**config.mk**
```make
export PLATFORM = sky130hd
export DESIGN_NAME = sign_steer_accum
export DESIGN_NICKNAME = d
export VERILOG_FILES = /design/src/rtl/sign_steer_accum_pkg.sv /design/src/rtl/sign_steer_lane.sv /design/src/rtl/sign_steer_lane_array.sv /design/src/rtl/sign_steer_out_reg.sv /design/src/rtl/sign_steer_accum.sv
export SDC_FILE = /design/constraint.sdc
export NUM_CORES = 1
export LEC_CHECK = 0
export BUFFER_PORTS_ARGS = -buffer_cell sky130_fd_sc_hd__buf_2
export CAP_MARGIN = 20
export CORE_UTILIZATION = 30
export CTS_BUF_LIST = sky130_fd_sc_hd__clkbuf_2
export DETAILED_ROUTE_END_ITERATION = 10
export GPL_TIMING_DRIVEN = 1
export PLACE_DENSITY = 0.61
export SYNTH_ARGS = -nofsm -noshare
export SYNTH_HDL_FRONTEND = slang
export SYNTH_SLANG_ARGS = --single-unit
```
**constraint.sdc**
```tcl
create_clock -name clk -period 4.7 [get_ports clk]
set_input_delay 0.705 -clock clk [delete_from_list [all_inputs] [get_ports clk]]
set_output_delay 0.705 -clock clk [all_outputs]
set_load 0.01 [all_outputs]
```
**src/rtl/sign_steer_accum_pkg.sv**
```systemverilog
package sign_steer_accum_pkg;

   // Default geometry of the packed word
   localparam int unsigned DEF_LANE_W = 8;
   localparam int unsigned DEF_LANES  = 8;

   // Adder structure inside each lane
   typedef enum int unsigned {
      LANE_ADD_MUX    = 0,  // separate sum and difference, selected by sign
      LANE_ADD_INVERT = 1   // one adder, operand inverted with carry-in for minus
   } lane_add_style_e;

   localparam int unsigned NUM_ADD_STYLES = 2;

endpackage

```
**src/rtl/sign_steer_lane.sv**
```systemverilog
module sign_steer_lane
   import sign_steer_accum_pkg::*;
#(
   parameter int unsigned W     = DEF_LANE_W,
   parameter int unsigned STYLE = LANE_ADD_MUX
) (
   input  logic [W-1:0] acc_i,
   input  logic [W-1:0] opnd_i,
   input  logic         plus_i,
   output logic [W-1:0] sum_o
);

   generate
      if (STYLE == LANE_ADD_MUX) begin : g_mux
         logic [W-1:0] add_res;
         logic [W-1:0] sub_res;
         always_comb begin
            add_res = acc_i + opnd_i;
            sub_res = acc_i - opnd_i;
            sum_o   = plus_i ? add_res : sub_res;
         end
      end else begin : g_invert
         logic [W-1:0] flip;
         logic [W-1:0] cin;
         always_comb begin
            flip  = opnd_i ^ {W{~plus_i}};
            cin   = {{(W-1){1'b0}}, ~plus_i};
            sum_o = acc_i + flip + cin;
         end
      end
   endgenerate

endmodule

```
**src/rtl/sign_steer_lane_array.sv**
```systemverilog
module sign_steer_lane_array
   import sign_steer_accum_pkg::*;
#(
   parameter int unsigned LANE_W = DEF_LANE_W,
   parameter int unsigned LANES  = DEF_LANES,
   parameter int unsigned STYLE  = LANE_ADD_MUX,
   localparam int unsigned WORD_W = LANE_W * LANES
) (
   input  logic [WORD_W-1:0] acc_i,
   input  logic [WORD_W-1:0] opnd_i,
   input  logic [LANES-1:0]  sign_i,
   output logic [WORD_W-1:0] sum_o
);

   for (genvar gi = 0; gi < LANES; gi++) begin : g_lane
      sign_steer_lane #(
         .W     (LANE_W),
         .STYLE (STYLE)
      ) u_lane (
         .acc_i  (acc_i[gi*LANE_W +: LANE_W]),
         .opnd_i (opnd_i[gi*LANE_W +: LANE_W]),
         .plus_i (sign_i[gi]),
         .sum_o  (sum_o[gi*LANE_W +: LANE_W])
      );
   end

endmodule

```
**src/rtl/sign_steer_out_reg.sv**
```systemverilog
module sign_steer_out_reg #(
   parameter int unsigned WIDTH = 64
) (
   input  logic             clk,
   input  logic             rst,
   input  logic             load_i,
   input  logic [WIDTH-1:0] data_i,
   output logic [WIDTH-1:0] data_o,
   output logic             valid_o
);

   always_ff @(posedge clk) begin
      if (rst) begin
         data_o  <= '0;
         valid_o <= 1'b0;
      end else begin
         valid_o <= load_i;
         if (load_i) begin
            data_o <= data_i;
         end
      end
   end

endmodule

```
**src/rtl/sign_steer_accum.sv**
```systemverilog
module sign_steer_accum
   import sign_steer_accum_pkg::*;
#(
   parameter int unsigned LANE_W    = DEF_LANE_W,
   parameter int unsigned LANES     = DEF_LANES,
   parameter int unsigned ADD_STYLE = LANE_ADD_MUX,
   localparam int unsigned WORD_W   = LANE_W * LANES
) (
   input  logic              clk,
   input  logic              rst,
   input  logic              issue_i,
   input  logic [WORD_W-1:0] opnd_c_i,
   input  logic [WORD_W-1:0] acc_d_i,
   input  logic [LANES-1:0]  sign_b_i,
   output logic [WORD_W-1:0] result_o,
   output logic              valid_o
);

   // Elaboration-time parameter checks
   generate
      if (LANE_W < 2) begin : g_bad_lane_w
         $error("sign_steer_accum: LANE_W must be at least 2");
      end
      if (LANES < 1) begin : g_bad_lanes
         $error("sign_steer_accum: LANES must be at least 1");
      end
      if (ADD_STYLE >= NUM_ADD_STYLES) begin : g_bad_style
         $error("sign_steer_accum: ADD_STYLE out of range");
      end
   endgenerate

   logic [WORD_W-1:0] lane_sum;

   sign_steer_lane_array #(
      .LANE_W (LANE_W),
      .LANES  (LANES),
      .STYLE  (ADD_STYLE)
   ) u_lanes (
      .acc_i  (acc_d_i),
      .opnd_i (opnd_c_i),
      .sign_i (sign_b_i),
      .sum_o  (lane_sum)
   );

   sign_steer_out_reg #(
      .WIDTH (WORD_W)
   ) u_out (
      .clk     (clk),
      .rst     (rst),
      .load_i  (issue_i),
      .data_i  (lane_sum),
      .data_o  (result_o),
      .valid_o (valid_o)
   );

endmodule

```
# Word-level counts from Yosys, hierarchy flattened
# Cells that the tools add are included.
# word_totals
ff_bits	65
in_bits	139
output_inout_bits	65
word_cells	26
# classes
n_addsub	16
n_mux	8
# ops
operator	n
8-bit adder	8
8-bit two-way mux	8
8-bit subtractor	8

# Depth between registers and ports, before layout
# Gate-level depths: netlist of run 1.
# depth
ltp_word	2
depth_mapped	10
mapped_depth_nobuf	10

# By module
# Synthesis of run 1 repeated with hierarchy kept, for this count alone.
# unflattened
cells_unflattened	675
area_unflattened_um2	5849.4
# by_module_without_submodules
mod	n_inst	cells_each	area_per_inst_um2	seq_area_each_um2
sign_steer_out_reg	1	208	2311.0	1301.2
sign_steer_lane (u_lanes.g_lane[0].u_lane ...)	4	58	430.4	0.0
sign_steer_lane (u_lanes.g_lane[2].u_lane ...)	3	59	455.4	0.0
sign_steer_lane (u_lanes.g_lane[7].u_lane)	1	58	450.4	0.0

# Least setup slack after synthesis of run 1
# Ideal clock, no wire load.
# synth_path
path_kind	input port to flip-flop
from	input opnd_c_i[32]
to	register u_out.data_o[38]
setup_ps	95
arrival_time_ps	2362
required_ps	4605
slack_ps	2242
cell_stages	9
path_buffers	0
path_cell_list	inv_1 ha_1 mux2_2 fa_1 a21o_1 a21oi_2 a2bb2oi_2 nand4_1 o311ai_1
# synth_between
elab_chain_cells	2
word_cells_on_any_way	3
classes_between	add/sub: 2; mux: 1
# synth_rtl
element	line	rtl
start: declaration	sign_steer_accum.sv:12	input logic [WORD_W-1:0] opnd_c_i,
8-bit subtractor / 8-bit adder (equally long branches)	sign_steer_lane.sv:19, sign_steer_lane.sv:18	
8-bit two-way mux *	sign_steer_lane.sv:20	sum_o = plus_i ? add_res : sub_res;
end signal: assignment	sign_steer_out_reg.sv:19	data_o <= data_i;
end: declaration	sign_steer_out_reg.sv:8	output logic [WIDTH-1:0] data_o,
# Mark *: on every way between the ends. The rest lies on a longest branch, timed or not.
# A chain may end at the register's enable or synchronous reset.

# Worst setup path after layout of run 1
# Ends and elaborated chain as after synthesis.

==> results, run 1 <==
- Yosys mapped a number of flops with a built-in enable equal to 0.
- The netlist uses 34 different library cells.
- The pre-antenna-repair detailed-routing pass consisted of 4 iterations.
- Once the clock tree was built, the resizer swapped 0 gates to a different size.
- By area the synthesized netlist is led by sky130_fd_sc_hd__dfxtp_1 22%, sky130_fd_sc_hd__ha_1 14%, sky130_fd_sc_hd__xnor2_1 9.6%.
- Counting instances, the worst hold path has a depth of 2.
- The count of buffers added on input and output ports is 203.
- The final hold violation count is 0.
- Counting every instance in the synthesized netlist gives between 600 and 700.
- The sort of element at the end of the critical path is a register.
- The number of nets handed over by synthesis was about 900.
- The number of violations of the max-capacitance limit is 0.
- The floorplan die width is around 140 um.
- On the critical path, the stage with the largest delay is an instance of sky130_fd_sc_hd__fa_1.
- The initial utilization of the core area, before any placement, comes to 30.9%.
- The aggregate global routing overflow is 0.
- The via count is approximately 5300.
- Of the synthesized area, sequential elements account for between 20% and 30%.
- Across the VDD grid, the largest voltage drop is between 0.1 and 0.15 mV.
- The count of cells in the finished layout, fillers not included, comes to 1135.
- The worst slew margin relative to its limit is 47.5%.
- STA puts the critical path data arrival time at 2.64 ns.
- The number of setup buffers added after CTS is 0.
- The last weighted congestion value of the routability-driven placer is a little over 0.8.
- For met2 alone, demand over resource in global routing was about 23%.
- For this run, the number of Yosys warnings is 0.
- The clock-pin slew on the worst setup and hold paths is ~0.21 ns.
- The critical path required time is about 5.1 ns.
- The final max-slew violation count is 0.
- Setup violations remaining at the end of the flow were counted as 0.
- The most used flip-flop cell after synthesis is sky130_fd_sc_hd__dfxtp_1.
- The detailed router finished its first iteration with about 170 violations.
- The worst hold slack across all endpoints is roughly 0.50 ns.
- The CTS buffer count is 9.
- The CTS tree is yes.
- The endpoint with the worst hold slack is u_out.data_o[34].
- The maximum number of pins on one net before global-route repair is 57.
- The DRC violations left is 0.
- The die is 141 um tall.
- For this run, global-route usage on met3 was measured as around 3.1%.
- The met1 track demand over resource in global routing is between 10% and 20%.
- The clock network latency to the later pin of the worst-skew pair is 0.51 ns.
- The total negative slack for setup checks is 0 ns.
- The number of clock sinks is 65.
- The die covers 20000 um2.
- In this run the worst hold path is classified as reg -> reg.
- For this block, the routed nets add up to 14400 um of wire.
- The cell sitting at the root of the clock tree is a sky130_fd_sc_hd__clkbuf_2.
- The final clock period utilization by the worst path is a little under half.
- Global routing consumed, over all layers together, 14.4% of the routing resources.
- The dominant cell type by area after synthesis is sky130_fd_sc_hd__dfxtp_1.
- Measured on the finished design, the core utilization comes to a little under two fifths.
- Detailed placement finished with a half-perimeter wire length of 11400 um.
- After detailed routing, the average wire length per cell comes to between 10 and 15 um.
- The final layout net count is ~1100.
- By count the netlist is led by 88 x sky130_fd_sc_hd__nor2_1, 65 x sky130_fd_sc_hd__dfxtp_1, 64 x sky130_fd_sc_hd__ha_1, 64 x sky130_fd_sc_hd__xnor2_1, 46 x sky130_fd_sc_hd__inv_1.
- Counting I/O delays and the setup requirement, the final critical path takes about 2.2 ns.
- The first global-routing pass estimated ~23000 um of wire.
- The highest fanout seen on the critical path is 3.
- The number of cells on the worst reg-to-reg path is 3.
- In this run, post-CTS hold repair placed 0 buffers.
- Dividing the detail-routed via count by the number of cells gives 4.69.
- By instance count, the leading cell after synthesis is sky130_fd_sc_hd__nor2_1.
- The post-route netlist has between 20% and 30% of its cells at a drive strength greater than 1.
- Power spread over the standard cell area amounts to roughly 260 nW/um2.
- The top cell type's share of synthesized area is about 22%.
- Based on the critical path, the design can be clocked at up to ~450 MHz.
- The detail route stage leaves a number of antenna-violating nets equal to 0.
- The critical path goes through buf_2 -> inv_1 -> ha_1 -> mux2_2 -> fa_1 -> a21o_1 -> a21oi_2 -> a2bb2oi_2 -> nand4_1 -> o311ai_1.
- The H-tree generated during clock tree synthesis spans 3 levels.
- The worst setup path is of the in -> reg kind.
- The flow ran to the end, and the final reports show no timing, DRC or antenna violations.
- The flip-flop and latch count after synthesis is 65.
- The number of cells in the design after placement is between 1000 and 1500.
- At the pin with the least slew margin, the transition time is 0.788 ns.
- The total I/O pin count is 204.
- The largest stage delay on the critical path is roughly 0.44 ns.
- The post-synthesis area per instance is 8.66 um2.
- STA classifies the critical path startpoint as a primary input.
- The clock passes through at most 2 buffers.
- The core region area is about 19000 um2.
- The register-to-register setup slack is between 3 and 4 ns.
- The terminus of the critical flop-to-flop path is u_out.data_o[30].
- The global routing stage identified its most utilized layer as met2.
- Compared with the post-synthesis result, the final layout area differs by 22.3%.
- The post-synthesis instance area is roughly 5800 um2.
- Setup repair after global routing left no endpoint under its margin.
- The startpoint identified for the worst hold timing path is u_out.data_o[34].
- The analysis attributes to cell leakage a power of about 0.0034 uW.
- The launching point of the worst reg2reg path is u_out.data_o[30].
- The number of placement rows is 50.
- The via count of the first global-routing pass is approximately 5000.
- Clock skew on the completed layout was measured at 0 ns.
- The initial antenna violation count was 1.
- For this run, asynchronously set or reset flops after synthesis account for 0%.
-- worst max-delay path: cells and delay by family --
family | cells | cell delay, ns
simple gates | 1 | 0.11
buf+inv | 2 | 0.15
compound gates | 4 | 0.67
mux | 1 | 0.29
fa+ha+maj | 2 | 0.71
-- layout by cell type (no fill, tap or decap), drive strengths merged --
cell / instances
a2bb2oi: 6
a211oi: 16
nand2: 20
clkbuf: 9
mux2i: 40
xor2: 24
o21ai: 18
fa: 8
o221ai: 8
o32a: 6
diode: 1
a31oi: 26
buf: 205
a21o: 16
clkinvlp: 1
nor3b: 4
dfxtp: 65
o311ai: 6
nand3: 8
bufinv: 1
ha: 64
inv: 47
nand4: 6
nand4bb: 2
xnor2: 64
a21oi: 40
clkinv: 5
mux2: 8
nand2b: 29
o211ai: 18
nor3: 16
nor2: 88
-- registers in the layout (all words and copies together) (netlist names) --
register       count
u_out.data_o      64
u_out.valid_o      1
-- worst max path at each step --
stage | start | end | slack (ns) | depth (start not counted)
after floorplan | opnd_c_i[32] | u_out.data_o[38] | 2.24 | 9
final | opnd_c_i[32] | u_out.data_o[38] | 2.50 | 10
after global routing | opnd_c_i[24] | u_out.data_o[30] | 2.41 | 10
after detailed placement | opnd_c_i[32] | u_out.data_o[38] | 1.94 | 10
after CTS | opnd_c_i[32] | u_out.data_o[38] | 2.59 | 10
after global placement | opnd_c_i[32] | u_out.data_o[38] | 2.01 | 10
-- area by class of cell --
type / count / area [um2]
diodes: 1 / 2.50
clock buffers: 9 / 45.0
clock inverters: 7 / 61.3
fillers: 2017 / 11800
inverters: 47 / 176
multi-input cells: 541 / 4190
flip-flops and latches: 65 / 1300
well taps: 260 / 325
repair buffers: 205 / 1030
-- cells by family after synthesis --
family | share of synthesized area (%)
and+or+nand+nor | 14.4
AOI/OAI and AO/OA | 19.4
xor gates and xnor gates | 13.2
adders and majority gates | 16.5
buffers and inverters | 5.85
DFF | 22.3
muxes | 8.40
-- metrics by stage --
stage | power, uW | setup slack, ns | instance area (um2)
6_report | 1860 | 2.50 | 7140
5_1_grt | 2020 | 2.41 | 7140
4_1_cts | 1900 | 2.59 | 7140
3_5_place_dp | 1540 | 1.94 | 7030
3_3_place_gp | 1540 | 2.01 | 7030
2_1_floorplan | 1280 | 2.24 | 5840
-- power breakdown --
part / switching [uW] / internal [uW]
combinational: 455 / 405
sequential: 37.4 / 626
clock: 221 / 117
total: 713 / 1150
-- layer usage --
metal	up-vias	routed length [um]
li1	2799	-
met1	2372	7060
met2	134	6330
met3	19	738
met4	0	250
met5	-	0
Power figures use the tool's default switching activity.
==> inputs of run 2 (changes only) <==
clock period = 2.07 ns   (was 4.7 ns; I/O delays follow)
==> run 2 against run 1 <==
- combinational power up 150%
- utilization up 2.3 points
- register-to-register slack worse by 2.6 ns
- clock-buffer cell count up 1
- die area unchanged
- global-route usage up 0.65 points
- critical path depth unchanged
- design area up 6.1%
- via count up 3.3%
- final cell count up 5.1%
- hold slack worse by 0.39 ns
- non-clock buffer count up 59
- critical path type unchanged
- largest cell class unchanged
- highest routed layer unchanged
==> results, run 2 (same netlist as run 1, synthesis figures left out) <==
- The worst path meets setup with about 0.35 ns of slack.
- The critical path required time is 2.52 ns.
- TritonCTS built the clock tree.
- Setup violations remaining at the end of the flow were counted as 0.
- The mean number of vias per cell is between 4 and 5.
- Leaving out fill and tap cells, the most frequent cell in the layout is sky130_fd_sc_hd__buf_2.
- The power per standard cell area is between 500 and 600 nW/um2.
- The worst setup path is captured at a register.
- The worst slew margin relative to its limit is approximately two thirds.
- The initial core utilization is a little under a third.
- The final max-slew violation count was 0.
- The number of buffers and inverters on the critical path is 2.
- The largest registers in the layout are u_out.data_o: 64 flops, u_out.valid_o: 1 flops.
- The path class of the lowest-slack min-delay path is in -> reg.
- The first routing iteration left 174 violations.
- The area of the die is around 20000 um2.
- u_out.data_o holds more flip-flops than any other register.
- The library cells used most frequently in the layout, excluding fill and tap cells, are 202 x sky130_fd_sc_hd__buf_2, 88 x sky130_fd_sc_hd__nor2_1, 65 x sky130_fd_sc_hd__dfxtp_1.
- The nature of the critical path startpoint is a primary input.
- In this run, CTS created clock tree buffers numbering 9.
- The number of gates resized after CTS was 0.
- The clock period minus final worst setup slack is 1.72 ns.
- The flip-flop count of the largest register after layout is 64.
- The total area inside the core boundary comes to between 15000 and 20000 um2.
- The slew at the pin with the worst max-slew slack is ~0.47 ns.
- The worst clock skew on the final layout is 0 ns.
- Counting every sink on the clock net gives between 60 and 70.
- The worst slack after detailed placement is -0.206 ns.
- The leakage dissipation is about 0.0037 uW.
- Counting along the longest clock path gives a buffer depth of 2.
- The kind of cell with the highest combined delay along the critical path is adder cells.
- After detailed routing, the wire length on met1 is ~7000 um.
- The total overflow left after global routing is 0.
- The final wirelength is roughly 15000 um.
- The cell at the slowest stage of the critical path is sky130_fd_sc_hd__fa_1.
- Based on the critical path, the design can be clocked at up to roughly 580 MHz.
- In this design, the stage delay of the slowest critical-path cell is 0.43 ns.
- The first-pass GRT wire length is between 20000 and 25000 um.
- The initial antenna violation count was 1.
- The final clock period utilization by the worst path is ~83%.
- The final antenna-violating net count is 0.
- Wire segments on met3 add up to about 900 um in the final route.
- The worst setup path is of the in -> reg kind.
- The startpoint identified for the worst hold timing path is acc_d_i[24].
- The cell chosen for the clock root is sky130_fd_sc_hd__clkbuf_2.
- The share of post-route cells with drive strength above 1 is 33.0%.
- The arrival time at the worst endpoint is 2.17 ns.
- The area of all placed cells without fillers is ~7600 um2.
- Input and output buffers added on the ports amount to between 200 and 250.
- Routability-driven placement finished with a final weighted congestion of ~0.85.
- The startpoint identified for the worst register-to-register timing path is u_out.data_o[30].
- The via count of the first global-routing pass came to 5181.
- The routed design uses 6710 um of met2 wire.
- The signal on the critical path passes through buf_2 -> inv_1 -> ha_1 -> mux2_2 -> fa_1 -> a21o_1 -> a21oi_2 -> a2bb2oi_2 -> nand4_1 -> o311ai_1.
- Setup repair after global routing left no endpoint under its margin.
- The maximum number of pins on one net before global-route repair is 47.
- After detailed placement, the total cell area comes to 7490 um2.
- The wire length per cell after detailed routing is about 12 um.
- For the final routed database, the setup TNS stands at 0 ns.
- The run finished with clean final reports.
- The first detailed-routing pass took 5 iterations.
- The die boundary height is between 100 and 150 um.
- The number of violations of the max-capacitance limit is 0.
- The HPWL after detailed placement is 12000 um.
- Clock latency on the worst-skew pair, taken at its later pin, is ~0.53 ns.
- Of all nets on the critical path, the largest fanout is 2.
- The via count is approximately 5500.
- From synthesis to final layout, the design area changed by 29.8%.
- The final layout net count is 1139.
- From left edge to right edge, the die measures approximately 140 um.
- After detailed routing, the number of remaining DRC violations is 0.
- The final hold violation count is 0.
- In the global route stage, overall resource usage came out at 15.0%.
- In this run the top signal layer used is met4.
- VDD sags by at most ~0.25 mV.
- The clock-pin slew on the worst setup and hold paths is 0.19 ns.
- In this run the core area contains 50 standard-cell rows.
- The total I/O pin count is roughly 200.
- The clock tree synthesis step divided the H-tree into 3 levels.
- In this run the worst setup path begins at opnd_c_i[32].
## run 2: final timing paths
kind | endpoint | slack [ns] | cells past startpoint
min reg2reg | u_out.data_o[18] | 0.49 | 2
max reg2reg | u_out.data_o[30] | 1.15 | 3
min | u_out.data_o[24] | 0.11 | 4
max | u_out.data_o[38] | 0.35 | 10
## run 2: final cells by class
type                       count  area [um2]
fill                        2001       11300
clock inverter                 5        23.8
inverter                      47         176
tap                          260         325
antenna                        1        2.50
clock buffer                  10        50.0
timing repair buffer         264        1500
sequential                    65        1300
multi-input combinational    541        4190
## run 2: worst reg2reg max path: stages (launching register included)
cell	delay [ns]
sky130_fd_sc_hd__dfxtp_1	0.40
sky130_fd_sc_hd__inv_1	0.05
sky130_fd_sc_hd__o32a_1	0.32
sky130_fd_sc_hd__o311ai_1	0.08
## run 2: report_power, final
part	switching, uW	internal [uW]
Combinational	1060	1060
Sequential	88.2	1420
Clock	473	145
Total	1620	2620
## run 2: metal layers
layer	vias up	GRT usage (%)
li1	2909	-
met1	2440	18.9
met2	136	24.9
met3	16	4.39
met4	0	4.36
met5	-	0
## run 2: stage by stage
stage | hold WS [ns] | instances | utilization, % | total power (uW)
2_1_floorplan | 0.505 | 674 | - | 2910
3_3_place_gp | 0.470 | 1176 | 39.6 | 3650
3_5_place_dp | 0.474 | 1176 | 39.6 | 3660
4_1_cts | 0.0165 | 1191 | 40.0 | 4340
5_1_grt | 0.0108 | 1193 | 40.1 | 4630
6_report | 0.109 | 1193 | 40.1 | 4240
## run 2: what timing repair did
item | 4_1_cts | 5_1_grt
endpoints found under the hold margin | 0 | 1
hold buffers | 0 | 1
setup buffers | 0 | 0
==> inputs of run 3 (changes only) <==
ABC_AREA = 1   (was unset)
PLACE_DENSITY = 0.6   (was 0.61)
clock period = 1.8 ns   (was 2.07 ns; I/O delays follow)
==> run 3 against run 2 <==
- final cell count grew 35%
- global-route usage grew 1.2 points
- setup slack lost 0.30 ns
- largest cell class unchanged
==> results, run 3 <==
- The top cell type's share of synthesized area is about a fifth.
- The largest individual stage delay along the critical path comes from the cell sky130_fd_sc_hd__dlygate4sd3_1.
- The share of synthesized flip-flops with an asynchronous set or reset is 0%.
- The final antenna-violating net count is 0.
- The number of placement rows is 52.
- 0 antenna diodes ended up in the layout.
- For this run, design rule violations remaining after detail routing come to 0.
- Among all flip-flop cells after synthesis, the most frequent one is sky130_fd_sc_hd__dfxtp_1.
- The final hold violation count was 0.
- Dividing the synthesized area by the synthesized cell count gives 6.19 um2.
- The floorplan step defined a core boundary enclosing between 20000 and 25000 um2.
- Setup violations remaining at the end of the flow were counted as 0.
- The post-route total power is 5190 uW.
- The clock-pin slew on the worst setup and hold paths is 0.22 ns.
- The net switching power is 2060 uW.
- Among all cell types in the netlist, the one instantiated most often is sky130_fd_sc_hd__nand2_1.
- The clock network latency to the later pin of the worst-skew pair is approximately 0.54 ns.
- The mapped netlist covers around 6300 um2.
- During placement, the flow inserted port buffers numbering between 200 and 250.
- In this run, synthesis inferred 0 flip-flops with an integrated enable.
- In the synthesized netlist, the cells that appear most often are 245 x sky130_fd_sc_hd__nand2_1, 168 x sky130_fd_sc_hd__nor2_1, 167 x sky130_fd_sc_hd__inv_1.
- Data on the critical path arrives at its endpoint at approximately 2.2 ns.
- The area of the die is approximately 22000 um2.
- The CTS tree is yes.
- Setup repair after global routing left no endpoint under its margin.
- The aggregate global routing overflow is 0.
- Across the run, the number of max-cap violations was 0.
- The number of buffers on the longest clock path is 2.
- The first-pass GRT wire length is 28900 um.
- The initial core utilization is a little under a third.
- In this run the worst hold path is classified as in -> reg.
- Static timing analysis puts the maximum clock frequency at roughly 570 MHz.
- The met1 track demand over resource in global routing is approximately 20%.
- Yosys mapped the design onto 25 distinct sky130hd cell types.
- The busiest layer in global routing is met2.
- In the final layout, the registers with the most flip-flops are u_out.data_o: 64 flops, u_out.valid_o: 1 flops.
- The met3 layer usage reported by global route is around 4.7%.
- The net count of the finished layout is 1547.
- The signal on the critical path passes through dlygate4sd3_1 -> buf_4 -> buf_12 -> inv_1 -> buf_4 -> nor2_1 -> nor2_1 -> dlygate4sd3_1.
- The flip-flop count of the largest register after layout is 64.
- The floorplan step set the die width to 147 um.
- The internal power is between 3000 and 4000 uW.
- The utilization of the core after routing is a little over two fifths.
- The congestion estimate from routability-driven global placement came to 0.865.
- The number of clock sinks is 65.
- The via count of the first global-routing pass came to between 6000 and 7000.
- The cell chosen for the clock root is sky130_fd_sc_hd__clkbuf_2.
- The floorplan step set the die height to about 150 um.
- The power share of the clock group is about 18%.
- The total of warnings raised by yosys is 0.
- The worst slew margin relative to its limit is ~69%.
- At the worst endpoint, the required time is 2.25 ns.
- Post-CTS timing repair inserted 0 buffers for setup.
- The maximum number of pins on one net before global-route repair is 47.
- The part of the power in combinational logic is between 50 and 60%.
- The largest stage delay on the critical path is between 0.5 and 0.6 ns.
- The nature of the critical path startpoint is a primary input.
- The leakage dissipation is just over 0.005 uW.
- Synthesis produced a netlist whose cell count is just over 1000.
- For met2 alone, demand over resource in global routing was between 20% and 30%.
- The final clock period utilization by the worst path is just under 100%.
- For this block, the via count after detailed routing is 7025.
- The flip-flop and latch count after synthesis is 65.
- The relative area change from synthesis to final layout is 40.2%.
- The mean number of vias per cell is about 4.4.
- Leaving out fill and tap cells, the most frequent cells in the layout are 245 x sky130_fd_sc_hd__nand2_1, 202 x sky130_fd_sc_hd__buf_2, 167 x sky130_fd_sc_hd__nor2_1.
- The most common cell after layout, fill and taps aside is sky130_fd_sc_hd__nand2_1.
- After the first detailed-routing iteration, the DRC count stood at 163.
- The final max-slew violation count is 0.
- The detailed-routing iteration count for the pre-antenna-repair pass is 4.
- The H-tree depth reported by CTS is 3.
- The number of buffers and inverters on the critical path is 6.
- TritonCTS created 9 clock buffers.
- The all-layer global routing usage is 16.3%.
- Sequential cells were found to cover 20.7% of the synthesized design area.
- Cells with a size suffix above 1 make up approximately 28% of the layout.
- The highest fanout seen on the critical path is 46.
- The run finished with clean final reports.
- Once detailed placement completed, the half-perimeter wirelength came to about 14000 um.
- The wire length per cell after detailed routing is roughly 11 um.
- The sort of element at the end of the critical path is a register.
- Post-CTS repair changed the size of 0 cells.
- On the critical path the largest part of the delay comes from buffers and inverters.
- The relative contribution of sequential cells to total power is about a third.
- At the pin with the least slew margin, the transition time is between 0.4 and 0.5 ns.
- The final wirelength is roughly 17000 um.
- The power per standard cell area is ~600 nW/um2.
- The register with the highest flop count is u_out.data_o.
- The largest total area in the synthesized netlist belongs to sky130_fd_sc_hd__dfxtp_1.
- In the post-synthesis netlist, the biggest area contributors are sky130_fd_sc_hd__dfxtp_1 21%, sky130_fd_sc_hd__nand2_1 15%, sky130_fd_sc_hd__ha_1 13%.
- roughly 200 I/O pins were placed.
- The critical path in this run is classified as in -> reg.
- The highest ir drop seen on vdd is around 0.42 mV.
- The synthesized netlist net count is roughly 1200.
- The worst clock skew on the final layout is 0 ns.
- The initial antenna violation count is 0.
- The smallest clock period supported by the final layout is computed as about 1.8 ns.
- The switching part of the total power is about two fifths.
- Counting the fill cells in the layout gives around 2200.
## run 3: cell count changes in the layout (fill, tap and decap cells not counted), sizes merged, moves of 26 or more
| cell | change |
|---|---|
| nand2b | -29 |
| mux2i | -40 |
| a31oi | -26 |
| nand2 | +225 |
| buf | +58 |
| inv | +120 |
| nand3 | +79 |
| nor2 | +80 |
| xnor2 | -46 |
| o21ai | +36 |
## run 3: worst paths after layout
check	startpoint	endpoint	slack (ns)	cells after the start
worst max-delay path	issue_i	u_out.data_o[56]	0.04	8
worst min-delay path	opnd_c_i[32]	u_out.data_o[32]	0.11	4
worst max register to register	u_out.data_o[56]	u_out.data_o[56]	0.64	3
worst min register to register	u_out.data_o[17]	u_out.data_o[17]	0.52	2
## run 3: repair_timing
action	CTS	global route
endpoints found under the hold margin	9	0
hold buffers	10	0
endpoints found under the setup margin	0	0
## run 3: cell families (layout without fill, tap and decap cells)
group,after synthesis,count (layout),synth area share [%]
simple gates,532,532,35.0
buf+inv,187,514,11.9
compound gates,98,98,8.63
fa+ha+maj,72,72,15.3
flops,65,65,20.7
xor+xnor,60,60,8.37
## run 3: per-layer routing
layer	up-vias	share of wire, %
met4	0	1.2
met1	3043	47
met3	15	6.2
met2	150	46
li1	3817	-
met5	-	0
## run 3: per-stage QoR
stage / setup WS, ns / hold WS [ns] / instance area (um2) / setup TNS (ns) / instances
after global placement: -0.352 / 0.476 / 8600 / -8.23 / 1585
after CTS: 0.144 / 0.0331 / 8810 / 0 / 1611
after detailed placement: -0.362 / 0.480 / 8600 / -8.95 / 1585
final: 0.0438 / 0.113 / 8810 / 0 / 1611
after floorplan: -0.0748 / 0.488 / 6450 / -0.156 / 1014
after global routing: 0.00194 / 0.0500 / 8810 / 0 / 1611
## run 3: tightest hold or removal path, stage by stage
cell and delay, ns:
sky130_fd_sc_hd__buf_2 0.13, sky130_fd_sc_hd__ha_1 0.14, sky130_fd_sc_hd__nor2_1 0.04, sky130_fd_sc_hd__nor2_1 0.09
## run 3: area by class of cell
cell class / count / area, um2 / share of cell area, %
flip-flops and latches: 65 / 1300 / 14.8
well taps: 270 / 338 / 3.84
clock buffers: 10 / 50.0 / 0.568
inverters: 167 / 699 / 7.94
multi-input cells: 762 / 4330 / 49.2
repair buffers: 331 / 2030 / 23.0
clock inverters: 6 / 58.8 / 0.668
## run 3: power groups by stage
stage          clock network, uW  logic (uW)  registers (uW)
2_1_floorplan                  0        1500            1770
3_3_place_gp                   0        2580            1700
3_5_place_dp                   0        2610            1700
4_1_cts                      973        2640            1670
5_1_grt                     1030        2990            1690
6_report                     912        2610            1670
